--- src/rtl/dma_seq_pkg.sv ---
package dma_seq_pkg;

  localparam int ADDR_W = 32;

  localparam logic [2:0] RA_ENABLE = 3'd0;
  localparam logic [2:0] RA_SRC    = 3'd1;
  localparam logic [2:0] RA_FIRST  = 3'd2;
  localparam logic [2:0] RA_MASK   = 3'd3;
  localparam logic [2:0] RA_STATUS = 3'd4;

  typedef enum logic [2:0] {
    ST_IDLE, ST_FETCH, ST_LOAD, ST_XFER, ST_BDONE, ST_STALL
  } seq_state_t;

  typedef enum logic [1:0] {MV_IDLE, MV_RD, MV_WR} mv_state_t;

  typedef struct packed {
    logic [17:0] rsvd;
    logic        int_en;
    logic [2:0]  flow;
    logic        dst_master;
    logic        src_master;
    logic [1:0]  dst_mode;
    logic [1:0]  src_mode;
    logic [1:0]  dst_width;
    logic [1:0]  src_width;
  } ctrl_t;

  function automatic logic [ADDR_W-1:0] step_addr(input logic [ADDR_W-1:0] a,
                                                  input logic [1:0] width,
                                                  input logic [1:0] mode);
    logic [ADDR_W-1:0] bytes;
    bytes = (width == 2'd0) ? ADDR_W'(1) : (width == 2'd1) ? ADDR_W'(2) : ADDR_W'(4);
    case (mode)
      2'd0:    return a + bytes;
      2'd1:    return a - bytes;
      default: return a;
    endcase
  endfunction

endpackage

--- src/rtl/dma_seq_regs.sv ---
module dma_seq_regs
  import dma_seq_pkg::*;
(
  input  logic              clk,
  input  logic              rst,
  input  logic              reg_we,
  input  logic [2:0]        reg_addr,
  input  logic [31:0]       reg_wdata,
  output logic [31:0]       reg_rdata,
  input  logic              set_blk,
  input  logic              set_xfer,
  output logic              chan_en,
  output logic              start,
  output logic              abort,
  output logic [ADDR_W-1:0] src_base,
  output logic [ADDR_W-1:0] first_desc,
  output logic              mask_blk,
  output logic              mask_xfer,
  output logic              blk_st,
  output logic              xfer_st,
  output logic              irq
);

  logic en_wr, st_wr;

  assign en_wr = reg_we && (reg_addr == RA_ENABLE);
  assign st_wr = reg_we && (reg_addr == RA_STATUS);
  assign start = en_wr && reg_wdata[0] && !chan_en;
  assign abort = en_wr && !reg_wdata[0] && chan_en;

  always_ff @(posedge clk) begin
    if (rst) begin
      chan_en    <= 1'b0;
      src_base   <= '0;
      first_desc <= '0;
      mask_blk   <= 1'b0;
      mask_xfer  <= 1'b0;
      blk_st     <= 1'b0;
      xfer_st    <= 1'b0;
      irq        <= 1'b0;
      reg_rdata  <= '0;
    end else begin
      if (set_xfer)   chan_en <= 1'b0;
      else if (en_wr) chan_en <= reg_wdata[0];
      if (reg_we && reg_addr == RA_SRC)   src_base   <= reg_wdata[ADDR_W-1:0];
      if (reg_we && reg_addr == RA_FIRST) first_desc <= reg_wdata[ADDR_W-1:0];
      if (reg_we && reg_addr == RA_MASK) begin
        mask_blk  <= reg_wdata[0];
        mask_xfer <= reg_wdata[1];
      end
      blk_st  <= (blk_st  && !(st_wr && reg_wdata[0])) || set_blk;
      xfer_st <= (xfer_st && !(st_wr && reg_wdata[1])) || set_xfer;
      irq     <= blk_st || (xfer_st && mask_xfer);
      case (reg_addr)
        RA_ENABLE: reg_rdata <= {31'd0, chan_en};
        RA_SRC:    reg_rdata <= 32'(src_base);
        RA_FIRST:  reg_rdata <= 32'(first_desc);
        RA_MASK:   reg_rdata <= {30'd0, mask_xfer, mask_blk};
        RA_STATUS: reg_rdata <= {30'd0, xfer_st, blk_st};
        default:   reg_rdata <= '0;
      endcase
    end
  end

endmodule

--- src/rtl/dma_seq_mover.sv ---
module dma_seq_mover
  import dma_seq_pkg::*;
#(
  parameter int CNT_W  = 16,
  parameter int DATA_W = 32
) (
  input  logic              clk,
  input  logic              rst,
  input  logic              start,
  input  logic              kill,
  input  logic [ADDR_W-1:0] src0,
  input  logic [ADDR_W-1:0] dst0,
  input  logic [CNT_W-1:0]  units,
  input  ctrl_t             ctrl,
  output logic              done,
  output logic              mem_req,
  output logic              mem_we,
  output logic [ADDR_W-1:0] mem_addr,
  output logic [DATA_W-1:0] mem_wdata,
  output logic [1:0]        mem_size,
  output logic              mem_master,
  input  logic              mem_ack,
  input  logic [DATA_W-1:0] mem_rdata
);

  mv_state_t         mv;
  ctrl_t             cfg;
  logic [ADDR_W-1:0] src_a, dst_a, nxt_src, nxt_dst;
  logic [CNT_W-1:0]  remain;
  logic              unused_cfg;

  assign unused_cfg = ^{cfg.rsvd, cfg.int_en, cfg.flow};

  always_comb begin
    nxt_src = step_addr(src_a, cfg.src_width, cfg.src_mode);
    nxt_dst = step_addr(dst_a, cfg.dst_width, cfg.dst_mode);
  end

  always_ff @(posedge clk) begin
    if (rst) begin
      mv <= MV_IDLE; cfg <= '0; src_a <= '0; dst_a <= '0; remain <= '0;
      done <= 1'b0; mem_req <= 1'b0; mem_we <= 1'b0; mem_addr <= '0;
      mem_wdata <= '0; mem_size <= '0; mem_master <= 1'b0;
    end else if (kill) begin
      mv <= MV_IDLE; done <= 1'b0; mem_req <= 1'b0; mem_we <= 1'b0;
    end else begin
      done <= 1'b0;
      case (mv)
        MV_IDLE: if (start) begin
          cfg        <= ctrl;
          src_a      <= src0;
          dst_a      <= dst0;
          remain     <= units;
          mem_req    <= 1'b1;
          mem_we     <= 1'b0;
          mem_addr   <= src0;
          mem_size   <= ctrl.src_width;
          mem_master <= ctrl.src_master;
          mv         <= MV_RD;
        end
        MV_RD: if (mem_ack) begin
          mem_wdata  <= mem_rdata;
          mem_we     <= 1'b1;
          mem_addr   <= dst_a;
          mem_size   <= cfg.dst_width;
          mem_master <= cfg.dst_master;
          mv         <= MV_WR;
        end
        MV_WR: if (mem_ack) begin
          src_a <= nxt_src;
          dst_a <= nxt_dst;
          if (remain == CNT_W'(1)) begin
            mem_req <= 1'b0;
            mem_we  <= 1'b0;
            done    <= 1'b1;
            mv      <= MV_IDLE;
          end else begin
            remain     <= remain - CNT_W'(1);
            mem_we     <= 1'b0;
            mem_addr   <= nxt_src;
            mem_size   <= cfg.src_width;
            mem_master <= cfg.src_master;
            mv         <= MV_RD;
          end
        end
        default: mv <= MV_IDLE;
      endcase
    end
  end

endmodule

--- src/rtl/dma_block_sequencer.sv ---
module dma_block_sequencer
  import dma_seq_pkg::*;
#(
  parameter int CNT_W  = 16,
  parameter int DATA_W = 32
) (
  input  logic              clk,
  input  logic              rst,
  input  logic              reg_we,
  input  logic [2:0]        reg_addr,
  input  logic [31:0]       reg_wdata,
  output logic [31:0]       reg_rdata,
  output logic              desc_req,
  output logic [31:0]       desc_addr,
  input  logic              desc_valid,
  input  logic [31:0]       desc_rdata,
  output logic              mem_req,
  output logic              mem_we,
  output logic [31:0]       mem_addr,
  output logic [DATA_W-1:0] mem_wdata,
  output logic [1:0]        mem_size,
  output logic              mem_master,
  input  logic              mem_ack,
  input  logic [DATA_W-1:0] mem_rdata,
  output logic              irq
);

  seq_state_t        state;
  logic [1:0]        widx;
  logic              waiting, mv_start, mv_done;
  logic [ADDR_W-1:0] cur_ptr, dst_w, next_w;
  ctrl_t             ctrl_w;
  logic [31:0]       size_w;
  logic [CNT_W-1:0]  units;
  logic              chan_en, start, abort, blk_raise, set_blk, set_xfer;
  logic [ADDR_W-1:0] src_base, first_desc;
  logic              mask_blk, mask_xfer, blk_st, xfer_st;
  logic              unused_bits;

  assign units       = size_w[CNT_W-1:0];
  assign blk_raise   = ctrl_w.int_en && mask_blk;
  assign set_blk     = (state == ST_BDONE) && blk_raise;
  assign set_xfer    = (state == ST_BDONE) && (next_w == '0);
  assign unused_bits = ^{ctrl_w.flow, ctrl_w.rsvd, size_w};

  dma_seq_regs regs_i (
    .clk(clk), .rst(rst), .reg_we(reg_we), .reg_addr(reg_addr),
    .reg_wdata(reg_wdata), .reg_rdata(reg_rdata), .set_blk(set_blk),
    .set_xfer(set_xfer), .chan_en(chan_en), .start(start), .abort(abort),
    .src_base(src_base), .first_desc(first_desc), .mask_blk(mask_blk),
    .mask_xfer(mask_xfer), .blk_st(blk_st), .xfer_st(xfer_st), .irq(irq)
  );

  dma_seq_mover #(.CNT_W(CNT_W), .DATA_W(DATA_W)) mover_i (
    .clk(clk), .rst(rst), .start(mv_start), .kill(abort), .src0(src_base),
    .dst0(dst_w), .units(units), .ctrl(ctrl_w), .done(mv_done),
    .mem_req(mem_req), .mem_we(mem_we), .mem_addr(mem_addr),
    .mem_wdata(mem_wdata), .mem_size(mem_size), .mem_master(mem_master),
    .mem_ack(mem_ack), .mem_rdata(mem_rdata)
  );

  always_ff @(posedge clk) begin
    if (rst) begin
      state <= ST_IDLE; widx <= '0; waiting <= 1'b0; desc_req <= 1'b0;
      desc_addr <= '0; cur_ptr <= '0; dst_w <= '0; ctrl_w <= '0;
      next_w <= '0; size_w <= '0; mv_start <= 1'b0;
    end else if (abort) begin
      state <= ST_IDLE; waiting <= 1'b0; desc_req <= 1'b0; mv_start <= 1'b0;
    end else begin
      mv_start <= 1'b0;
      case (state)
        ST_IDLE: if (start) begin
          cur_ptr <= first_desc;
          widx    <= '0;
          waiting <= 1'b0;
          state   <= ST_FETCH;
        end
        ST_FETCH: begin
          if (!waiting) begin
            desc_req  <= 1'b1;
            desc_addr <= cur_ptr + {28'd0, widx, 2'b00};
            waiting   <= 1'b1;
          end else begin
            desc_req <= 1'b0;
            if (desc_valid) begin
              case (widx)
                2'd0:    dst_w  <= desc_rdata;
                2'd1:    ctrl_w <= ctrl_t'(desc_rdata);
                2'd2:    next_w <= desc_rdata;
                default: size_w <= desc_rdata;
              endcase
              waiting <= 1'b0;
              widx    <= widx + 2'd1;
              if (widx == 2'd3) state <= ST_LOAD;
            end
          end
        end
        ST_LOAD: begin
          if (units == '0) state <= ST_BDONE;
          else begin
            mv_start <= 1'b1;
            state    <= ST_XFER;
          end
        end
        ST_XFER: if (mv_done) state <= ST_BDONE;
        ST_BDONE: begin
          if (next_w == '0) state <= ST_IDLE;
          else begin
            cur_ptr <= next_w;
            widx    <= '0;
            state   <= blk_raise ? ST_STALL : ST_FETCH;
          end
        end
        ST_STALL: if (!blk_st) state <= ST_FETCH;
        default:  state <= ST_IDLE;
      endcase
    end
  end

endmodule

--- config.mk ---
export PLATFORM = sky130hd
export DESIGN_NAME = dma_block_sequencer
export DESIGN_NICKNAME = d
export VERILOG_FILES = /design/src/rtl/dma_seq_pkg.sv /design/src/rtl/dma_seq_regs.sv /design/src/rtl/dma_seq_mover.sv /design/src/rtl/dma_block_sequencer.sv
export SDC_FILE = /design/constraint.sdc
export NUM_CORES = 1
export LEC_CHECK = 0
export ABC_CLOCK_PERIOD_IN_PS = 4170
export BUFFER_PORTS_ARGS = -buffer_cell sky130_fd_sc_hd__buf_2
export CAP_MARGIN = 20
export CORE_MARGIN = 2
export CORE_UTILIZATION = 40
export DETAILED_ROUTE_END_ITERATION = 12
export PLACE_DENSITY_LB_ADDON = 0.2
export REMOVE_ABC_BUFFERS = 1
export SYNTH_ARGS = -nofsm -noshare
export SYNTH_HDL_FRONTEND = slang
export SYNTH_SLANG_ARGS = --single-unit
--- constraint.sdc ---
create_clock -name clk -period 4.17 [get_ports clk]
set_input_delay 0.6255 -clock clk [delete_from_list [all_inputs] [get_ports clk]]
set_output_delay 0.6255 -clock clk [all_outputs]
set_load 0.05 [all_outputs]
==> qor.txt <==
Post-synth EDFFs: 0
Worst EP arrival: 4.42 ns
Starting density of the core: 40.3%
Nets: 3,015
Total Routing Usage GR: 24.5%
Drt first pass iters: 6
Vias per std cell: 5.62
Status: completed
Row count: 84
Worst Path Buf+Inv: 3
Min Tclk post-route: 3.96 ns
Crit path capture: mover_i.dst_a[31]$_SDFFE_PP0P_
Hpwl dp: 49.6 mm
Synth Register Bits: 427
Final wirelength: 69.3 mm
Layout Skew: 0.0159 ns
Die Span Y: 234 um
R2R setup slack: 0.21 ns
Share of layout cells above drive strength 1: 14.0%
Vias: 20,000
CP Max Fanout: 12
Max cap viols: 0
Hold Vio Cnt, Final: 0
GRT overflow: 0
Wirelength per Cell: 19.5 um
First-pass GRT wire length: 105 mm
Worst VDD drop: 0.273 mV
Worst hold path class: primary input to flop
Syn avg cell area: 7.87 sq um
Power, Total: 0.0103 W
Crit path required time: 4.62 ns
CP max-delay cell: dfxtp_1
Filler cells: 5,263
Post-DP Area: 0.0228 sq mm
Synth warn: 0
CP peak stage delay: 0.43 ns
Post-synth top flop: dfxtp_1
F_max: 252 MHz
DR DRC count: 0
Worst Reg-to-Reg Cells: 15
Synth-to-Final Area Change: 15.6%
Post-Place Cells: 3,467
Layout Utilization: 46.6%
Clk_lat worst skew: 0.59 ns
Max-slew headroom: 39.3%
CP Capture Type: flop
Async SR Flop Fraction: 0%
RR Endpoint: mover_i.dst_a[31]$_SDFFE_PP0P_
Mapped Area: 0.0211 sq mm
Synth unique cells: 86
CTS Buf Count: 48
Crit path cell chain: nand2b_1 -> clkinvlp_4 -> buf_12 -> buf_4 -> ha_1 -> nand2_1 -> nor2_2 -> nand3_1 -> o32a_1 -> a32oi_1 -> a41oi_1 -> o21a_1 -> or4_1 -> o2111ai_1 -> a31oi_1
Hold_buf cts: 0
CTS tree: built
Leak: 9.05 nW
DR iter-0 viols: 1,767
Tightest Pin Transition: 0.911 ns
Critical path class: flop to flop
Crit start category: flop
Critical path depth: 15
Largest net degree at the start of global routing: 107
Worst-case hold slack: 0.278 ns
CTS sink count: 427
# setup viols final: 0
Final Non-Filler Cells: 3,558
GP Congestion: 0.897
Fin area: 0.0244 sq mm
Dominant cells by area after synthesis: dfxtp_1 40%, nand2_1 10%, a21oi_1 8.6%
Buffers on Ports: 238
Antenna viol nets, final: 0
Worst R2R Start: mover_i.cfg[7]$_SDFFE_PP0P_
Critical Path Source: mover_i.cfg[7]$_SDFFE_PP0P_
Core box area: 0.0523 sq mm
Root Buffer: clkbuf_16
Leading area contributor after synthesis: dfxtp_1
Vias in the first global route: 18,500
Crit share post-route: 95.1%
Initial antenna violation count: 6
# IOs: 239
Die Wd: 234 um
Cells after synthesis: 2,681
Seq/Total Area, Yosys: 40.5%
Worst-path clk slew: 0.06 ns
Top-area cell type share of the netlist area: 40.5%
Die ar.: 0.0546 sq mm
Kind of cell adding the most delay to the critical path: compound AO/OA/AOI/OAI gates
Count of pins over their slew limit: 0
Power per Cell Area: 420 mW/mm^2
H-tree depth: 2
Clk buf depth: 3
-- layer usage --
| layer | routed length [um] | GRT usage (%) |
|---|---|---|
| met1 | 31100 | 33.5 |
| met2 | 31200 | 39.8 |
| met3 | 5050 | 4.02 |
| met4 | 1790 | 7.16 |
| met5 | 44 | 0 |
-- cells in the final DEF, fill, tap and decap left out, types with 14 or more instances in the layout --
cell,instances
o21a_1,14
nand3_1,54
nor2_1,235
a221oi_1,18
buf_2,237
a21oi_1,361
dfxtp_1,427
a31oi_1,15
a22oi_1,38
nor4_1,21
or3_1,20
nand4_1,14
nand2_1,561
a211oi_1,89
clkbuf_16,49
inv_1,37
xor2_1,30
clkbuf_1,14
xnor2_1,37
nand2b_1,18
mux2i_1,66
buf_4,38
a21o_1,24
ha_1,74
o21ai_0,97
nor3_1,35
o211ai_1,21
-- Yosys cell counts, drive strengths merged (6+ instances only) --
cell,number
a221o,6
xnor2,37
a31oi,15
o21bai,6
nand4,14
a221oi,24
and3,11
a21oi,362
a311oi,8
o211ai,21
o21ai,100
nand3b,7
nand2b,18
o31ai,12
nand2,562
and2,10
a22oi,38
o22ai,7
and4,6
inv,39
a211oi,90
o21a,14
nor2,238
nand3,55
a211o,7
buf,30
xor2,30
ha,75
or3,20
dfxtp,427
nor2b,13
a21o,24
mux2i,66
nor3,39
clkbuf,150
nor4,27
-- final cells by class --
type	count	area, sq um	share of cell area, %
repair buffers	282	1630	6.66
flip-flops and latches	427	8550	35.0
multi-input cells	2034	11700	48.1
diodes	2	5.00	0.0205
well taps	688	861	3.53
clock inverters	16	130	0.533
inverters	40	154	0.630
clock buffers	69	1350	5.53
-- metrics by stage --
step                      TNS, ns  setup WS [ns]
after CTS                       0          0.228
after global routing      -0.0619        -0.0397
after floorplan           -218.59          -2.72
after detailed placement        0          0.247
final                           0          0.206
after global placement          0          0.334
-- worst min path at each step --
stage                                               to  cells after the start                               start  slack, ns
floorplan                  mover_i.cfg[2]$_SDFFE_PP0P_                      2              ctrl_w[2]$_SDFFE_PP0P_       0.43
global route        mover_i.mem_wdata[20]$_SDFFE_PP0P_                      3                       mem_rdata[20]       0.28
global placement    mover_i.mem_wdata[18]$_SDFFE_PP0P_                      2  mover_i.mem_wdata[18]$_SDFFE_PP0P_       0.44
CTS                  mover_i.mem_wdata[6]$_SDFFE_PP0P_                      3                        mem_rdata[6]       0.25
detailed placement   mover_i.mem_wdata[1]$_SDFFE_PP0P_                      2   mover_i.mem_wdata[1]$_SDFFE_PP0P_       0.44
finish               mover_i.mem_wdata[6]$_SDFFE_PP0P_                      3                        mem_rdata[6]       0.28
-- repair_timing --
| action | CTS | global route |
|---|---|---|
| endpoints found under the setup margin | 0 | 1 |
| gates resized for setup | 0 | 1 |
| setup buffers | 0 | 1 |
-- worst register-to-register path, stage by stage, from the launching register on --
cell	delay (ns)
dfxtp_1	0.43
nand2b_1	0.27
clkinvlp_4	0.16
buf_12	0.16
buf_4	0.20
ha_1	0.38
nand2_1	0.11
nor2_2	0.24
nand3_1	0.11
o32a_1	0.35
a32oi_1	0.27
a41oi_1	0.21
o21a_1	0.31
or4_1	0.42
o2111ai_1	0.11
a31oi_1	0.10
-- sequential cells by signal (all words and copies together), names as in the netlist, 2 cells and up --
name	cells
mover_i.mem_addr	32
cur_ptr	32
state	3
widx	2
mover_i.mem_size	2
mover_i.src_a	32
regs_i.src_base	32
dst_w	32
next_w	32
regs_i.first_desc	32
mover_i.mv	2
mover_i.dst_a	32
regs_i.reg_rdata	32
mover_i.mem_wdata	32
size_w	16
desc_addr	32
mover_i.remain	16
ctrl_w	11
mover_i.cfg	10
-- logic make-up (layout without fill, tap and decap cells) --
| logic type | Yosys count | in the layout | share of synthesized area [%] |
|---|---|---|---|
| fa+ha+maj | 78 | 78 | 4.73 |
| simple gates | 1043 | 1043 | 21.6 |
| compound gates | 777 | 777 | 22.9 |
| mux | 69 | 69 | 3.29 |
| other cells | 0 | 2 | 0 |
| buf+inv | 220 | 407 | 4.17 |
| xor+xnor | 67 | 67 | 2.78 |
| flops | 427 | 427 | 40.5 |
-- power breakdown --
| part | total, W | switching, W | internal, W | leakage (nW) |
|---|---|---|---|---|
| Sequential | 0.00450 | 0.000195 | 0.00430 | 3.45 |
| Combinational | 0.00172 | 0.00124 | 0.000486 | 4.87 |
| Clock | 0.00404 | 0.00173 | 0.00231 | 0.731 |
No activity file was read; power rests on OpenSTA's default activity.
